--- config.mk ---
export PLATFORM = sky130hd
export DESIGN_NAME = rank_boundary_decoder
export DESIGN_NICKNAME = d
export VERILOG_FILES = /design/src/rtl/rbd_pkg.sv /design/src/rtl/rbd_regfile.sv /design/src/rtl/rbd_ilv_detect.sv /design/src/rtl/rbd_rank_match.sv /design/src/rtl/rank_boundary_decoder.sv
export SDC_FILE = /design/constraint.sdc
export NUM_CORES = 1
export LEC_CHECK = 0
export ABC_AREA = 1
export CELL_PAD_IN_SITES_DETAIL_PLACEMENT = 1
export CELL_PAD_IN_SITES_GLOBAL_PLACEMENT = 1
export CORE_UTILIZATION = 43
export CTS_BUF_LIST = sky130_fd_sc_hd__clkbuf_16
export CTS_CLUSTER_SIZE = 40
export DETAILED_ROUTE_END_ITERATION = 7
export PLACE_DENSITY = 0.82
export SLEW_MARGIN = 40
export SYNTH_ARGS = -nofsm -noshare
export SYNTH_HDL_FRONTEND = slang
export SYNTH_HIERARCHICAL = 1
export SYNTH_SLANG_ARGS = --single-unit
--- constraint.sdc ---
create_clock -name clk -period 3.7 [get_ports clk]
set_clock_uncertainty 0.15 [all_clocks]
set_input_delay 0.37 -clock clk [delete_from_list [all_inputs] [get_ports clk]]
set_output_delay 0.37 -clock clk [all_outputs]
set_load 0.05 [all_outputs]
--- src/rtl/rbd_pkg.sv ---
package rbd_pkg;
  localparam int ATTR_W = 3;
  typedef logic [ATTR_W-1:0] rank_code_t;

  localparam rank_code_t CODE_EMPTY = 3'b000;
  localparam rank_code_t CODE_PG4K  = 3'b010;
  localparam rank_code_t CODE_PG8K  = 3'b011;
  localparam rank_code_t CODE_PG16K = 3'b100;

  function automatic logic code_populated(input rank_code_t c);
    return (c == CODE_PG4K) || (c == CODE_PG8K) || (c == CODE_PG16K);
  endfunction
endpackage

--- src/rtl/rbd_regfile.sv ---
module rbd_regfile #(
  parameter int RANKS  = 4,
  parameter int BND_W  = 8,
  parameter int REG_AW = 4
) (
  input  logic                                          clk,
  input  logic                                          rst,
  input  logic                                          wr_en,
  input  logic [REG_AW-1:0]                             wr_addr,
  input  logic [BND_W-1:0]                              wr_data,
  output logic [1:0][RANKS-1:0][BND_W-1:0]              bnd_q,
  output logic [1:0][RANKS-1:0][rbd_pkg::ATTR_W-1:0]    code_q
);
  localparam int AW        = rbd_pkg::ATTR_W;
  localparam int PAIRS     = RANKS / 2;
  localparam int CODE_BASE = 2 * RANKS;
  localparam int NREG      = CODE_BASE + 2 * PAIRS;
  localparam int ODD_LSB   = BND_W / 2;

  logic unused_rsvd;
  assign unused_rsvd = ^{wr_data[ODD_LSB-1:AW], wr_data[BND_W-1:ODD_LSB+AW]};

  always_ff @(posedge clk) begin
    if (rst) begin
      bnd_q  <= '0;
      code_q <= '0;
    end else if (wr_en) begin
      for (int ch = 0; ch < 2; ch++) begin
        for (int r = 0; r < RANKS; r++) begin
          if (int'(wr_addr) == ch * RANKS + r) bnd_q[ch][r] <= wr_data;
        end
        for (int p = 0; p < PAIRS; p++) begin
          if (int'(wr_addr) == CODE_BASE + ch * PAIRS + p) begin
            code_q[ch][2*p]   <= wr_data[AW-1:0];
            code_q[ch][2*p+1] <= wr_data[ODD_LSB +: AW];
          end
        end
      end
    end
  end

  // idle cycles and out-of-range indices leave every register untouched
  assert_regs_hold_R1: assert property (@(posedge clk) disable iff (rst)
    (!wr_en || int'(wr_addr) >= NREG) |=> ($stable(bnd_q) && $stable(code_q)));
endmodule

--- src/rtl/rbd_ilv_detect.sv ---
module rbd_ilv_detect #(
  parameter int RANKS = 4,
  parameter int BND_W = 8
) (
  input  logic [1:0][RANKS-1:0][BND_W-1:0]           bnd,
  input  logic [1:0][RANKS-1:0][rbd_pkg::ATTR_W-1:0] code,
  output logic                                       ilv
);
  // identical population on both channels enables interleave
  assign ilv = (code[0] == code[1]) && (bnd[0] == bnd[1]);
endmodule

--- src/rtl/rbd_rank_match.sv ---
module rbd_rank_match #(
  parameter int RANKS  = 4,
  parameter int BND_W  = 8,
  parameter int CMP_W  = 11,
  parameter int SLOT_W = 3
) (
  input  logic                                       ilv,
  input  logic [CMP_W-1:0]                           a_hi,
  input  logic [1:0][RANKS-1:0][BND_W-1:0]           bnd,
  input  logic [1:0][RANKS-1:0][rbd_pkg::ATTR_W-1:0] code,
  output logic                                       match,
  output logic [SLOT_W-1:0]                          slot,
  output logic [BND_W:0]                             total
);
  localparam int NSLOT = 2 * RANKS;

  logic [NSLOT-1:0][CMP_W-1:0] upper;
  logic [NSLOT-1:0][CMP_W-1:0] lower;
  logic [NSLOT-1:0]            cand;

  for (genvar s = 0; s < NSLOT; s++) begin : g_slot
    localparam int CH = s / RANKS;
    localparam int RK = s % RANKS;
    logic en;
    if (CH == 0) begin : g_c0
      assign upper[s] = ilv ? CMP_W'({bnd[0][RK], 1'b0}) : CMP_W'(bnd[0][RK]);
      assign en       = rbd_pkg::code_populated(code[0][RK]);
    end else begin : g_c1
      assign upper[s] = CMP_W'(bnd[0][RANKS-1]) + CMP_W'(bnd[1][RK]);
      assign en       = rbd_pkg::code_populated(code[1][RK]) && !ilv;
    end
    if (s == 0) begin : g_first
      assign lower[s] = '0;
    end else begin : g_next
      assign lower[s] = upper[s-1];
    end
    assign cand[s] = en && (lower[s] <= a_hi) && (a_hi < upper[s]);
  end

  always_comb begin
    match = |cand;
    slot  = '0;
    for (int s = NSLOT - 1; s >= 0; s--) begin
      if (cand[s]) slot = SLOT_W'(s);
    end
  end

  assign total = ilv ? {bnd[0][RANKS-1], 1'b0}
                     : ({1'b0, bnd[0][RANKS-1]} + {1'b0, bnd[1][RANKS-1]});
endmodule

--- src/rtl/rank_boundary_decoder.sv ---
module rank_boundary_decoder #(
  parameter int ADDR_W     = 36,
  parameter int GRAN_SHIFT = 25,
  parameter int RANKS      = 4,
  parameter int BND_W      = 8,
  parameter int ILV_BIT    = 12,
  parameter int REG_AW     = 4,
  localparam int RANK_W    = $clog2(RANKS)
) (
  input  logic              clk,
  input  logic              rst,
  input  logic              wr_en,
  input  logic [REG_AW-1:0] wr_addr,
  input  logic [BND_W-1:0]  wr_data,
  input  logic              addr_valid,
  input  logic [ADDR_W-1:0] addr,
  output logic              res_valid,
  output logic              hit,
  output logic              miss,
  output logic              res_chan,
  output logic [RANK_W-1:0] res_rank,
  output logic              ilv_flag,
  output logic [BND_W:0]    mem_total
);
  localparam int HI_W   = ADDR_W - GRAN_SHIFT;
  localparam int CMP_W  = (HI_W > BND_W + 1) ? HI_W : BND_W + 1;
  localparam int SLOT_W = RANK_W + 1;

  logic [1:0][RANKS-1:0][BND_W-1:0]           bnd;
  logic [1:0][RANKS-1:0][rbd_pkg::ATTR_W-1:0] code;
  logic                                       ilv;
  logic                                       match;
  logic [SLOT_W-1:0]                          slot;
  logic [BND_W:0]                             total;
  logic [HI_W-1:0]                            a_hi;
  logic                                       unused_low;

  assign a_hi       = addr[ADDR_W-1:GRAN_SHIFT];
  assign unused_low = ^addr[GRAN_SHIFT-1:0];

  rbd_regfile #(.RANKS(RANKS), .BND_W(BND_W), .REG_AW(REG_AW)) u_regs (
    .clk(clk), .rst(rst), .wr_en(wr_en), .wr_addr(wr_addr), .wr_data(wr_data),
    .bnd_q(bnd), .code_q(code));

  rbd_ilv_detect #(.RANKS(RANKS), .BND_W(BND_W)) u_ilv (
    .bnd(bnd), .code(code), .ilv(ilv));

  rbd_rank_match #(.RANKS(RANKS), .BND_W(BND_W), .CMP_W(CMP_W), .SLOT_W(SLOT_W)) u_match (
    .ilv(ilv), .a_hi(CMP_W'(a_hi)), .bnd(bnd), .code(code),
    .match(match), .slot(slot), .total(total));

  always_ff @(posedge clk) begin
    if (rst) begin
      res_valid <= 1'b0;
      hit       <= 1'b0;
      miss      <= 1'b0;
      res_chan  <= 1'b0;
      res_rank  <= '0;
      ilv_flag  <= 1'b0;
      mem_total <= '0;
    end else begin
      res_valid <= addr_valid;
      hit       <= addr_valid && match;
      miss      <= addr_valid && !match;
      if (addr_valid && match) begin
        res_chan <= ilv ? addr[ILV_BIT] : slot[RANK_W];
        res_rank <= slot[RANK_W-1:0];
      end else begin
        res_chan <= 1'b0;
        res_rank <= '0;
      end
      ilv_flag  <= ilv;
      mem_total <= total;
    end
  end

  // one-cycle registered lookup
  assert_lookup_latency_R9: assert property (@(posedge clk) disable iff (rst)
    addr_valid |=> res_valid);
  assert_idle_quiet_R9: assert property (@(posedge clk) disable iff (rst)
    !addr_valid |=> (!res_valid && !hit && !miss));
  // a hit can never lie at or above the installed total
  assert_hit_below_total_R7: assert property (@(posedge clk) disable iff (rst)
    hit |-> ($past(a_hi) < HI_W'(mem_total)));
  // interleaved hits take their channel from the address
  assert_ilv_channel_R5: assert property (@(posedge clk) disable iff (rst)
    (hit && ilv_flag) |-> (res_chan == $past(addr[ILV_BIT])));
endmodule

After elaboration in Yosys (flattened, before gate mapping)

Cells that the tools add are included.

$add $sub $neg: 5
$mul: 0
Divide/modulo/power cells: 0
Magnitude comparators: 16
Eq/ne operators: 37
Shift operators: 0
Multiplexer cells: 14
Bitwise operators: 1
Reduce and logical (&&, ||, !) cells: 59

Operator list:

| kind                  | count |
|---|---|
| $lt A11 B11 Y1        | 8 |
| $le A11 B11 Y1        | 7 |
| $eq A3 B2 Y1 const B  | 16 |
| $add A8 B8 Y9         | 5 |
| $mux W9               | 5 |
| $eq A32 B32 Y1        | 1 |
| $eq A4 B4 Y1 const B  | 8 |
| $eq A3 B3 Y1 const B  | 8 |
| $mux W3               | 8 |
| $reduce_and A2 Y1     | 12 |
| $logic_and A1 B1 Y1   | 23 |
| $logic_or A1 B1 Y1    | 16 |
| $eq A12 B12 Y1        | 1 |
| $le A1 B11 Y1 const A | 1 |
| $eq A4 B3 Y1 const B  | 2 |
| $reduce_or A8 Y1      | 1 |
| $eq A4 B2 Y1 const B  | 1 |
| $logic_not A4 Y1      | 1 |
| $reduce_or A2 Y1      | 2 |
| $reduce_or A4 Y1      | 1 |
| $reduce_or A3 Y1      | 1 |
| $logic_not A1 Y1      | 2 |
| $mux W1               | 1 |
| $not A1 Y1            | 1 |

Register bits: 104
Bits in latches: 0
RAM bits: 0
Memory bits (read-only): 0
Input port bits: 52
Output and inout port bits: 16
Memories: 0

Logic depth before layout (Yosys ltp)

Gate-level depths: netlist of run 1.

Word-level depth: 15
Gate-level depth with buffers: 30
Gate-level depth less buffers: 29

Modules after synthesis

Netlist of run 1, hierarchy kept.

Modules (own cells, without submodules):

| module                | times used | cells an instance | area an instance (sq um) | sequential area each (sq um) |
|---|---|---|---|---|
| rbd_rank_match        | 1          | 651               | 4073.9                   | 0.0 |
| rbd_regfile           | 1          | 528               | 3573.4                   | 1761.7 |
| rbd_ilv_detect        | 1          | 114               | 616.8                    | 0.0 |
| rank_boundary_decoder | 1          | 52                | 462.9                    | 320.3 |

Worst setup path before layout of run 1

No wires, ideal clock.

Path kind: reg-to-reg
Start: register u_regs/bnd_q[30] (netlist name)
End: register res_chan
Library setup time: 0.109 ns
Arrival: 3.107 ns
Data required time: 3.441 ns
Slack: 0.334 ns
Cell stages (with the launch flop): 27
Clock period less this slack: 3.366 ns
Cells stage by stage: dfxtp_1 > xnor2_1 > nand2_1 > nor2_1 > nand2_1 > nor2_1 > nand2_1 > nor2_2 > inv_1 > clkbuf_1 > or2_2 > o21ai_0 > inv_1 > ha_1 > nand4_1 > nor2_4 > nand2_1 > o211ai_2 > nand2_1 > nand3_2 > o21ai_2 > inv_2 > nand4_1 > nand2_1 > nor2_1 > nand2_1 > inv_1

RTL lines:

| element                                                      | RTL line                                   | text |
|---|---|---|
| from (decl)                                                  | rbd_regfile.sv:11                          | `output logic [1:0][RANKS-1:0][BND_W-1:0] bnd_q,` |
| $eq A32 B32 Y1 (*)                                           | rbd_ilv_detect.sv:10                       | `assign ilv = (code[0] == code[1]) && (bnd[0] == bnd[1]);` |
| $logic_and A1 B1 Y1 (*)                                      | rbd_ilv_detect.sv:10                       |  |
| net ilv                                                      | rank_boundary_decoder.sv:31                | `logic ilv;` |
| $mux W9 / $logic_not A1 Y1 (equally long branches)           | rbd_rank_match.sv:26, rbd_rank_match.sv:30 |  |
| $le A11 B11 Y1 / $logic_and A1 B1 Y1 (equally long branches) | rbd_rank_match.sv:37, rbd_rank_match.sv:30 |  |
| $logic_and A1 B1 Y1 (2 in series)                            | rbd_rank_match.sv:37                       | `assign cand[s] = en && (lower[s] <= a_hi) && (a_hi < upper[s]);` |
| $reduce_or A8 Y1 (*)                                         | rbd_rank_match.sv:41                       | `match = \|cand;` |
| net match                                                    | rank_boundary_decoder.sv:32                | `logic match;` |
| $logic_and A1 B1 Y1 (*)                                      | rank_boundary_decoder.sv:65                | `if (addr_valid && match) begin` |
| $not A1 Y1 (no line) (*)                                     | n/a                                        |  |
| $reduce_or A2 Y1 (no line) (*)                               | n/a                                        |  |
| to (signal assigned)                                         | rank_boundary_decoder.sv:66                | `res_chan <= ilv ? addr[ILV_BIT] : slot[RANK_W];` |
| to (decl)                                                    | rank_boundary_decoder.sv:20                | `output logic res_chan,` |

The timed path passes the listed nets; every way through them passes the cells marked *.
A chain may end at the register's enable or synchronous reset.

Worst setup path after layout of run 1

Start: register u_regs/bnd_q[25] (netlist name)
End: register res_rank[0]

RTL lines:

| element                                                                | RTL line                    | text |
|---|---|---|
| parallel branches: the longest is 6 deep, another holds $le A11 B11 Y1 | n/a                         |  |
| $reduce_or A8 Y1 (*)                                                   | rbd_rank_match.sv:41        |  |
| net match                                                              | rank_boundary_decoder.sv:32 |  |
| $logic_and A1 B1 Y1 (*)                                                | rank_boundary_decoder.sv:65 |  |
| $not A1 Y1 (no line) (*)                                               | n/a                         |  |
| $reduce_or A3 Y1 (no line) (*)                                         | n/a                         |  |
| to (signal assigned)                                                   | rank_boundary_decoder.sv:67 | `res_rank <= slot[RANK_W-1:0];` |
| to (decl)                                                              | rank_boundary_decoder.sv:21 | `output logic [RANK_W-1:0] res_rank,` |

Mark *: on every way through the listed nets, which the timed path passes.

==> results.md, run 1 <==
* Die Y at 144.5 um
* Port buffer count at 43
* Path class of the lowest-slack min-delay path: register to register
* Violated checks: negative setup slack
* Register-to-Register Setup Slack at -0.31 ns
* Count of placed standard cells including taps at 1702
* Minimum period implied by the final worst setup slack at 4.015 ns
* Top Ports at 68
* Nets@finish at 1647
* Area of the mapped netlist at 0.008727 sq mm
* Hold path depth at 2
* CP peak stage delay at 0.36 ns
* Per-instance average area after synthesis at 6.489 sq um
* Source-to-sink clock delay at the later pin of the worst-skew pair at 0.37 ns
* Avg WL per Cell at 22.13 um
* Startpoint of the most critical hold path: u_regs/code_q[12]
* R2R Path Start: u_regs/bnd_q[25]
* Diodes inserted at 0
* Total vias in the final route at 9914
* Register bit count reported by yosys at 104
* Total global-route track usage at 30.01%
* Num CTS Buffers at 9
* Status: finished, violations left
* Setup slack of the critical path after layout at -0.3146 ns
* Max VDD drop at 209.5 uV
* Maximum number of pins on one net before global-route repair at 48
* Critical path arrival at 4.14 ns
* Total count of max-transition violations in the final report at 0
* Post-Syn Nets at 1522
* Via count of the first global-routing pass at 8983
* Maximum level of the CTS H-tree at 3
* Worst hold slack at 0.3643 ns
* Post-Layout Cell Count at 1740
* Headroom to the max-slew limit at 28.58%
* Leading area contributor after synthesis: dfxtp_1
* DRC viols at 0
* Share of the synthesized area in the top cell type at 23.86%
* Initial DRC count at 689
* Number of clock sinks seen by CTS at 104
* RSZ-0062 raised after global routing: true
* Buffer cell driving the clock tree root: clkbuf_16
* Count of yosys warnings during synthesis at 6
* Final wirelength at 38510 um
* Post-DR vias/cell at 5.698
* Area added between synthesis and finish at 27.90%
* Logic depth of the worst register-to-register path at 28
* Slowest-stage cell, CP: dfxtp_4
* Fraction of layout instances using a drive strength above 1 at 20.27%
* Max clock buf depth at 2
* Final global-route overflow total at 0
* Number of instances in the synthesized netlist at 1345
* Buf/Inv on CP at 4
* CP Class: register to register
* End of the worst register-to-register path: res_rank[0]
* Kind of start point of the critical path: register
* Maximum fanout along the worst path at 4
* Antenna violation net count after detailed routing at 0
* Floorplan row count at 51
* First-pass GRT wire length at 47120 um
* Core footprint at 0.01965 sq mm
* Hold Vio Cnt, Final at 0
* Power per cell area at 280.1 mW/mm^2
* Largest delay share family, worst path: simple AND/OR/NAND/NOR gates
* RePlAce Congestion at 0.9149
* Leakage power figure at 5.418 nW
* Clk slew on worst S/H paths at 0.08 ns
* Initial core utilization at 44.40%
* Slew at the pin with the worst max-slew slack at 1.064 ns
* Critical path required time at 3.82 ns
* Most utilized layer in the global route result: met2
* Crit share post-route at 108.5%
* Die extent in x at 144.5 um
* Count of different cell masters after synthesis at 38
* CTS tree: built
* Type of element capturing the critical path: register
* Cell mode on critical path: nand2_1
* Count of final setup violators at 5
* GR Util met3 at 2.550%
* Capture endpoint of the worst hold path: u_regs/code_q[12]
* Layout fillers at 2570
* Critical Path Source: u_regs/bnd_q[25]
* Grt met2 use at 51.27%
* Area contributors post-synth: dfxtp_1, ha_1, nand2_1
* Share of the yosys chip area belonging to registers at 23.86%
* Max-cap violations at 0
* Total power draw at 3.127 mW
* Estimated wirelength of the detail-placed design at 23530 um
* Setup Slack @ Placement at -0.05697 ns
* Met1 GRT Util at 38.18%
* Total iterations of the first detailed-routing run at 5
* Die Outline Area at 0.02087 sq mm
* Initial antenna violation count at 2
* Maximum frequency from static timing analysis at 249.1 MHz
* Core Util, Final at 56.79%
==> tightest hold or removal path, cell delays in order, from the launching register on <==
cell	delay, ns
dfxtp_2	0.34
nor2_1	0.10
nor2_1	0.05
==> stage by stage <==
stage,TNS (ns),cell area (sq um)
after detailed placement,-0.08071,10000
after CTS,0,10350
after global routing,-2.181,11160
after floorplan,0,8727
after global placement,0,10000
final,-1.435,11160
==> flip-flops by register name, summed over array words and instances, names as in the netlist <==
signal         flops
hit                1
ilv_flag           1
res_valid          1
miss               1
u_regs/code_q     24
u_regs/bnd_q      64
res_rank           2
res_chan           1
mem_total          9
==> area by class of cell <==
cell class / count / area [sq um] / share of cell area (%)
well taps: 265 / 331.6 / 2.971
inverters: 182 / 685.7 / 6.143
flip-flops and latches: 104 / 2121 / 19.00
clock buffers: 9 / 225.2 / 2.018
clock inverters: 7 / 78.83 / 0.7062
repair buffers: 155 / 1384 / 12.40
multi-input cells: 1018 / 6336 / 56.76
==> worst max-delay path by stage <==
stage,endpoint,slack (ns),cells past startpoint
finish,res_rank[0],-0.31,28
CTS,miss,0.006,22
floorplan,res_chan,0.33,26
detailed placement,res_chan,-0.06,30
global placement,res_chan,0.05,23
global route,miss,-0.47,27
==> layer usage <==
layer,vias up,wire length (um)
li1,4509,-
met1,4766,15170
met2,466,17830
met3,173,2889
met4,0,2615
met5,-,0
==> synth_stat cells <==
cell type and n:
buf_6 1, buf_2 12, a21o_1 3, nand2_4 1
nand3_1 73, buf_1 10, inv_1 178, fa_1 4
and3_1 2, xor2_1 6, o211ai_1 2, o21ai_0 50
nor4_1 1, nor3_1 4, nand3_2 2, nand2_1 335
a21oi_2 1, ha_1 121, nand3_4 1, a21oi_1 59
inv_2 4, nand2_2 1, o211ai_2 2, o21ai_1 1
nor2_2 6, mux2_2 2, o21bai_1 4, nor2_4 4
clkbuf_1 14, nand3b_1 2, a211oi_1 4, or2_2 14
nor2_1 226, xnor2_1 48, dfxtp_1 104, nand4_1 37
o21ai_2 2, buf_4 4
==> layout by cell type (no fill, tap or decap), types with 30 or more instances in the layout <==
| master | instances |
|---|---|
| nand2_1 | 323 |
| nor2_1 | 217 |
| inv_1 | 168 |
| buf_4 | 103 |
| ha_1 | 99 |
| dfxtp_1 | 77 |
| nand3_1 | 66 |
| xnor2_1 | 45 |
| a21oi_1 | 44 |
| clkdlybuf4s50_1 | 43 |
| nand4_1 | 37 |
| o21ai_0 | 30 |
==> logic make-up (layout without fill, tap and decap cells) <==
kind of cell	after synthesis	after routing	synth area share [%]
DFF	104	104	23.86
adders and majority gates	125	125	18.27
AOI/OAI and AO/OA	128	128	8.014
xor gates and xnor gates	54	54	5.419
and+or+nand+nor	709	709	34.16
muxes	2	2	0.2580
buffers and inverters	223	353	10.02
==> what timing repair did <==
action,in CTS,in global routing
pin swaps,2,67
endpoints found under the setup margin,4,5
gates cloned,0,2
gates resized for setup,15,163
setup buffers,1,19
hold buffers,0,0
==> power breakdown <==
part / switching [mW] / leakage [nW] / internal (mW)
Sequential: 0.0267 / 0.856 / 1.14
Clock: 0.489 / 0.144 / 0.533
Combinational: 0.571 / 4.42 / 0.362
Note: power is estimated with default switching activity, not from simulation.
==> inputs of run 2 (changes only) <==
--- a/config.mk
+++ b/config.mk
@@ -13,8 +13,10 @@
 export CTS_CLUSTER_SIZE = 40
 export DETAILED_ROUTE_END_ITERATION = 7
 export PLACE_DENSITY = 0.82
+export SKIP_LAST_GASP = 1
 export SLEW_MARGIN = 40
 export SYNTH_ARGS = -nofsm -noshare
 export SYNTH_HDL_FRONTEND = slang
 export SYNTH_HIERARCHICAL = 1
 export SYNTH_SLANG_ARGS = --single-unit
+export TNS_END_PERCENT = 20
==> constraint.sdc (replaced) <==
create_clock -name clk -period 3.7 [get_ports clk]
set_clock_uncertainty 0.15 [all_clocks]
set_input_delay 0.555 -clock clk [delete_from_list [all_inputs] [get_ports clk]]
set_output_delay 0.555 -clock clk [all_outputs]
set_load 0.05 [all_outputs]
==> results.md, run 2 (same netlist as run 1, synthesis figures left out) <==
* Status: finished, violations left
* Violated checks: negative setup slack
* Antenna violation net count after detailed routing at 0
* Logic depth of the worst register-to-register path at 25
* Routed met2 length at 17320 um
* Path class of the lowest-slack min-delay path: register to register
* Power per cell area at 277.6 mW/mm^2
* Maximum number of pins on one net before global-route repair at 68
* Total count of max-transition violations in the final report at 0
* Power share of the clock group at 33.0%
* Most common cell after layout, fill and taps aside: nand2_1
* Maximum frequency from static timing analysis at 252.2 MHz
* Combined flip-flop and latch cell area at 0.002138 sq mm
* CP Class: register to register
* Count of placed standard cells including taps at 1681
* DRC viols at 0
* Headroom to the max-slew limit at 45.28%
* Initial core utilization at 44.40%
* Nets@finish at 1619
* First-pass GRT wire length at 47350 um
* Largest register by flop count: u_regs/bnd_q
* WL met3 at 1869 um
* Final wirelength at 35920 um
* Core footprint at 0.01965 sq mm
* Minimum period implied by the final worst setup slack at 3.965 ns
* Max clock buf depth at 2
* Total iterations of the first detailed-routing run at 5
* CTS tree: built
* Initial antenna violation count at 0
* Post-Layout Cell Count at 1713
* Count of final setup violators at 5
* Floorplan row count at 51
* Top Ports at 68
* Slowest-stage cell, CP: dfxtp_2
* Port buffer count at 43
* Estimated wirelength of the detail-placed design at 23040 um
* RSZ-0062 raised after global routing: true
* Number of flip-flops in the largest register at 64
* Fraction of layout instances using a drive strength above 1 at 19.21%
* Commonest cells after routing, fill and taps aside: nand2_1, nor2_1, inv_1
* Maximum level of the CTS H-tree at 3
* Setup slack of the critical path after layout at -0.2653 ns
* Max VDD drop at 230.6 uV
* Critical path arrival at 4.08 ns
* Net switching fraction of the power at 34.36%
* Total vias in the final route at 9576
* Leakage power figure at 5.296 nW
* R2R Path Start: u_regs/bnd_q[59]
* M1 wire length at 14760 um
* Startpoint of the most critical hold path: u_regs/bnd_q[22]
* Biggest regs: u_regs/bnd_q (64), u_regs/code_q (24), mem_total (9)
* Maximum fanout along the worst path at 15
* Buffer cell driving the clock tree root: clkbuf_16
* Die Y at 144.5 um
* Via count of the first global-routing pass at 8938
* Critical path required time at 3.82 ns
* Num CTS Buffers at 9
* Crit share post-route at 107.2%
* RePlAce Congestion at 0.9147
* Initial DRC count at 574
* Source-to-sink clock delay at the later pin of the worst-skew pair at 0.36 ns
* Reported net switching power at 1.050 mW
* Hold path depth at 2
* Clk slew on worst S/H paths at 0.08 ns
* Part of the power in registers at 38.3%
* Top Layer Used: met4
* Avg WL per Cell at 20.97 um
* Area taken by multi-input logic gates at 0.006412 sq mm
* Kind of start point of the critical path: register
* Type of element capturing the critical path: register
* Post-DR vias/cell at 5.590
* Area added between synthesis and finish at 26.12%
* Cell mode on critical path: nand2_1
* Internal Pwr Total at 2.006 mW
* Number of clock sinks seen by CTS at 104
* Total global-route track usage at 30.22%
* Final global-route overflow total at 0
* Hold Vio Cnt, Final at 0
* CP peak stage delay at 0.37 ns
* Max-cap violations at 0
* Capture endpoint of the worst hold path: u_regs/bnd_q[22]
* Setup TNS at -0.8985 ns
* Register-to-Register Setup Slack at -0.27 ns
* Layout fillers at 2597
* End of the worst register-to-register path: res_chan
* Combinational cell fraction of total power at 28.7%
* Slew at the pin with the worst max-slew slack at 0.8122 ns
* Die extent in x at 144.5 um
* Die Outline Area at 0.02087 sq mm
-- run 2: cell types whose count changed in the layout (fill, tap and decap cells not counted), sizes merged --
cell	previous run	this run
buf	110	84
clkbuf	11	9
diode	0	1
-- run 2: through the flow --
| step | cell area [sq um] | setup slack (ns) | hold slack (ns) | power (mW) | utilization (%) |
|---|---|---|---|---|---|
| after floorplan | 8727 | 0.3344 | 0.3404 | 1.631 | - |
| after global placement | 9833 | -0.05193 | 0.3556 | 1.848 | 50.03 |
| after detailed placement | 9833 | -0.2009 | 0.3586 | 1.886 | 50.03 |
| after CTS | 10230 | 0.004378 | 0.3678 | 2.900 | 52.03 |
| after global routing | 11000 | -0.4986 | 0.3796 | 3.182 | 55.99 |
| final | 11010 | -0.2653 | 0.3618 | 3.056 | 56.00 |
-- run 2: worst max-delay path, delay by kind of cell (launching register included) --
family / cells / cell delay (ns)
AOI/OAI and AO/OA: 1 / 0.28
xor gates and xnor gates: 1 / 0.23
adders and majority gates: 1 / 0.34
buffers and inverters: 3 / 0.28
DFF: 1 / 0.37
and+or+nand+nor: 19 / 2.21
-- run 2: what timing repair did --
| item | in CTS | in global routing |
|---|---|---|
| endpoints found under the setup margin | 5 | 5 |
| cloned | 0 | 1 |
| hold buffers | 0 | 0 |
| gates resized for setup | 34 | 170 |
| pin swaps | 6 | 59 |
| buffers inserted | 0 | 14 |
-- run 2: metal layers --
| layer | GRT usage, % | vias to the layer above |
|---|---|---|
| li1 | - | 4457 |
| met1 | 38.02 | 4684 |
| met2 | 53.09 | 319 |
| met3 | 3.146 | 116 |
| met4 | 10.86 | 0 |
| met5 | 0 | - |
-- run 2: power by group through the flow --
stage | Sequential (mW) | Combinational [mW] | Clock, mW
2_1_floorplan | 1.21 | 0.423 | 0
3_3_place_gp | 1.19 | 0.655 | 0
3_5_place_dp | 1.20 | 0.691 | 0
4_1_cts | 1.17 | 0.713 | 1.02
5_1_grt | 1.17 | 0.941 | 1.07
6_report | 1.17 | 0.878 | 1.01
-- run 2: worst max-delay path by stage --
stage | from | to | depth (start not counted)
finish | u_regs/bnd_q[59] | res_chan | 25
global route | u_regs/bnd_q[59] | res_chan | 23
global placement | u_regs/bnd_q[24] | res_chan | 23
detailed placement | u_regs/bnd_q[24] | res_chan | 23
floorplan | u_regs/bnd_q[30] | res_chan | 26
CTS | u_regs/bnd_q[24] | res_chan | 26
-- run 2: final cells by class --
class | count | share of cell area (%)
clock inverters | 7 | 0.7503
diodes | 1 | 0.02274
inverters | 182 | 6.229
multi-input cells | 1018 | 58.26
repair buffers | 127 | 10.25
clock buffers | 9 | 2.046
flip-flops and latches | 104 | 19.43
well taps | 265 | 3.012
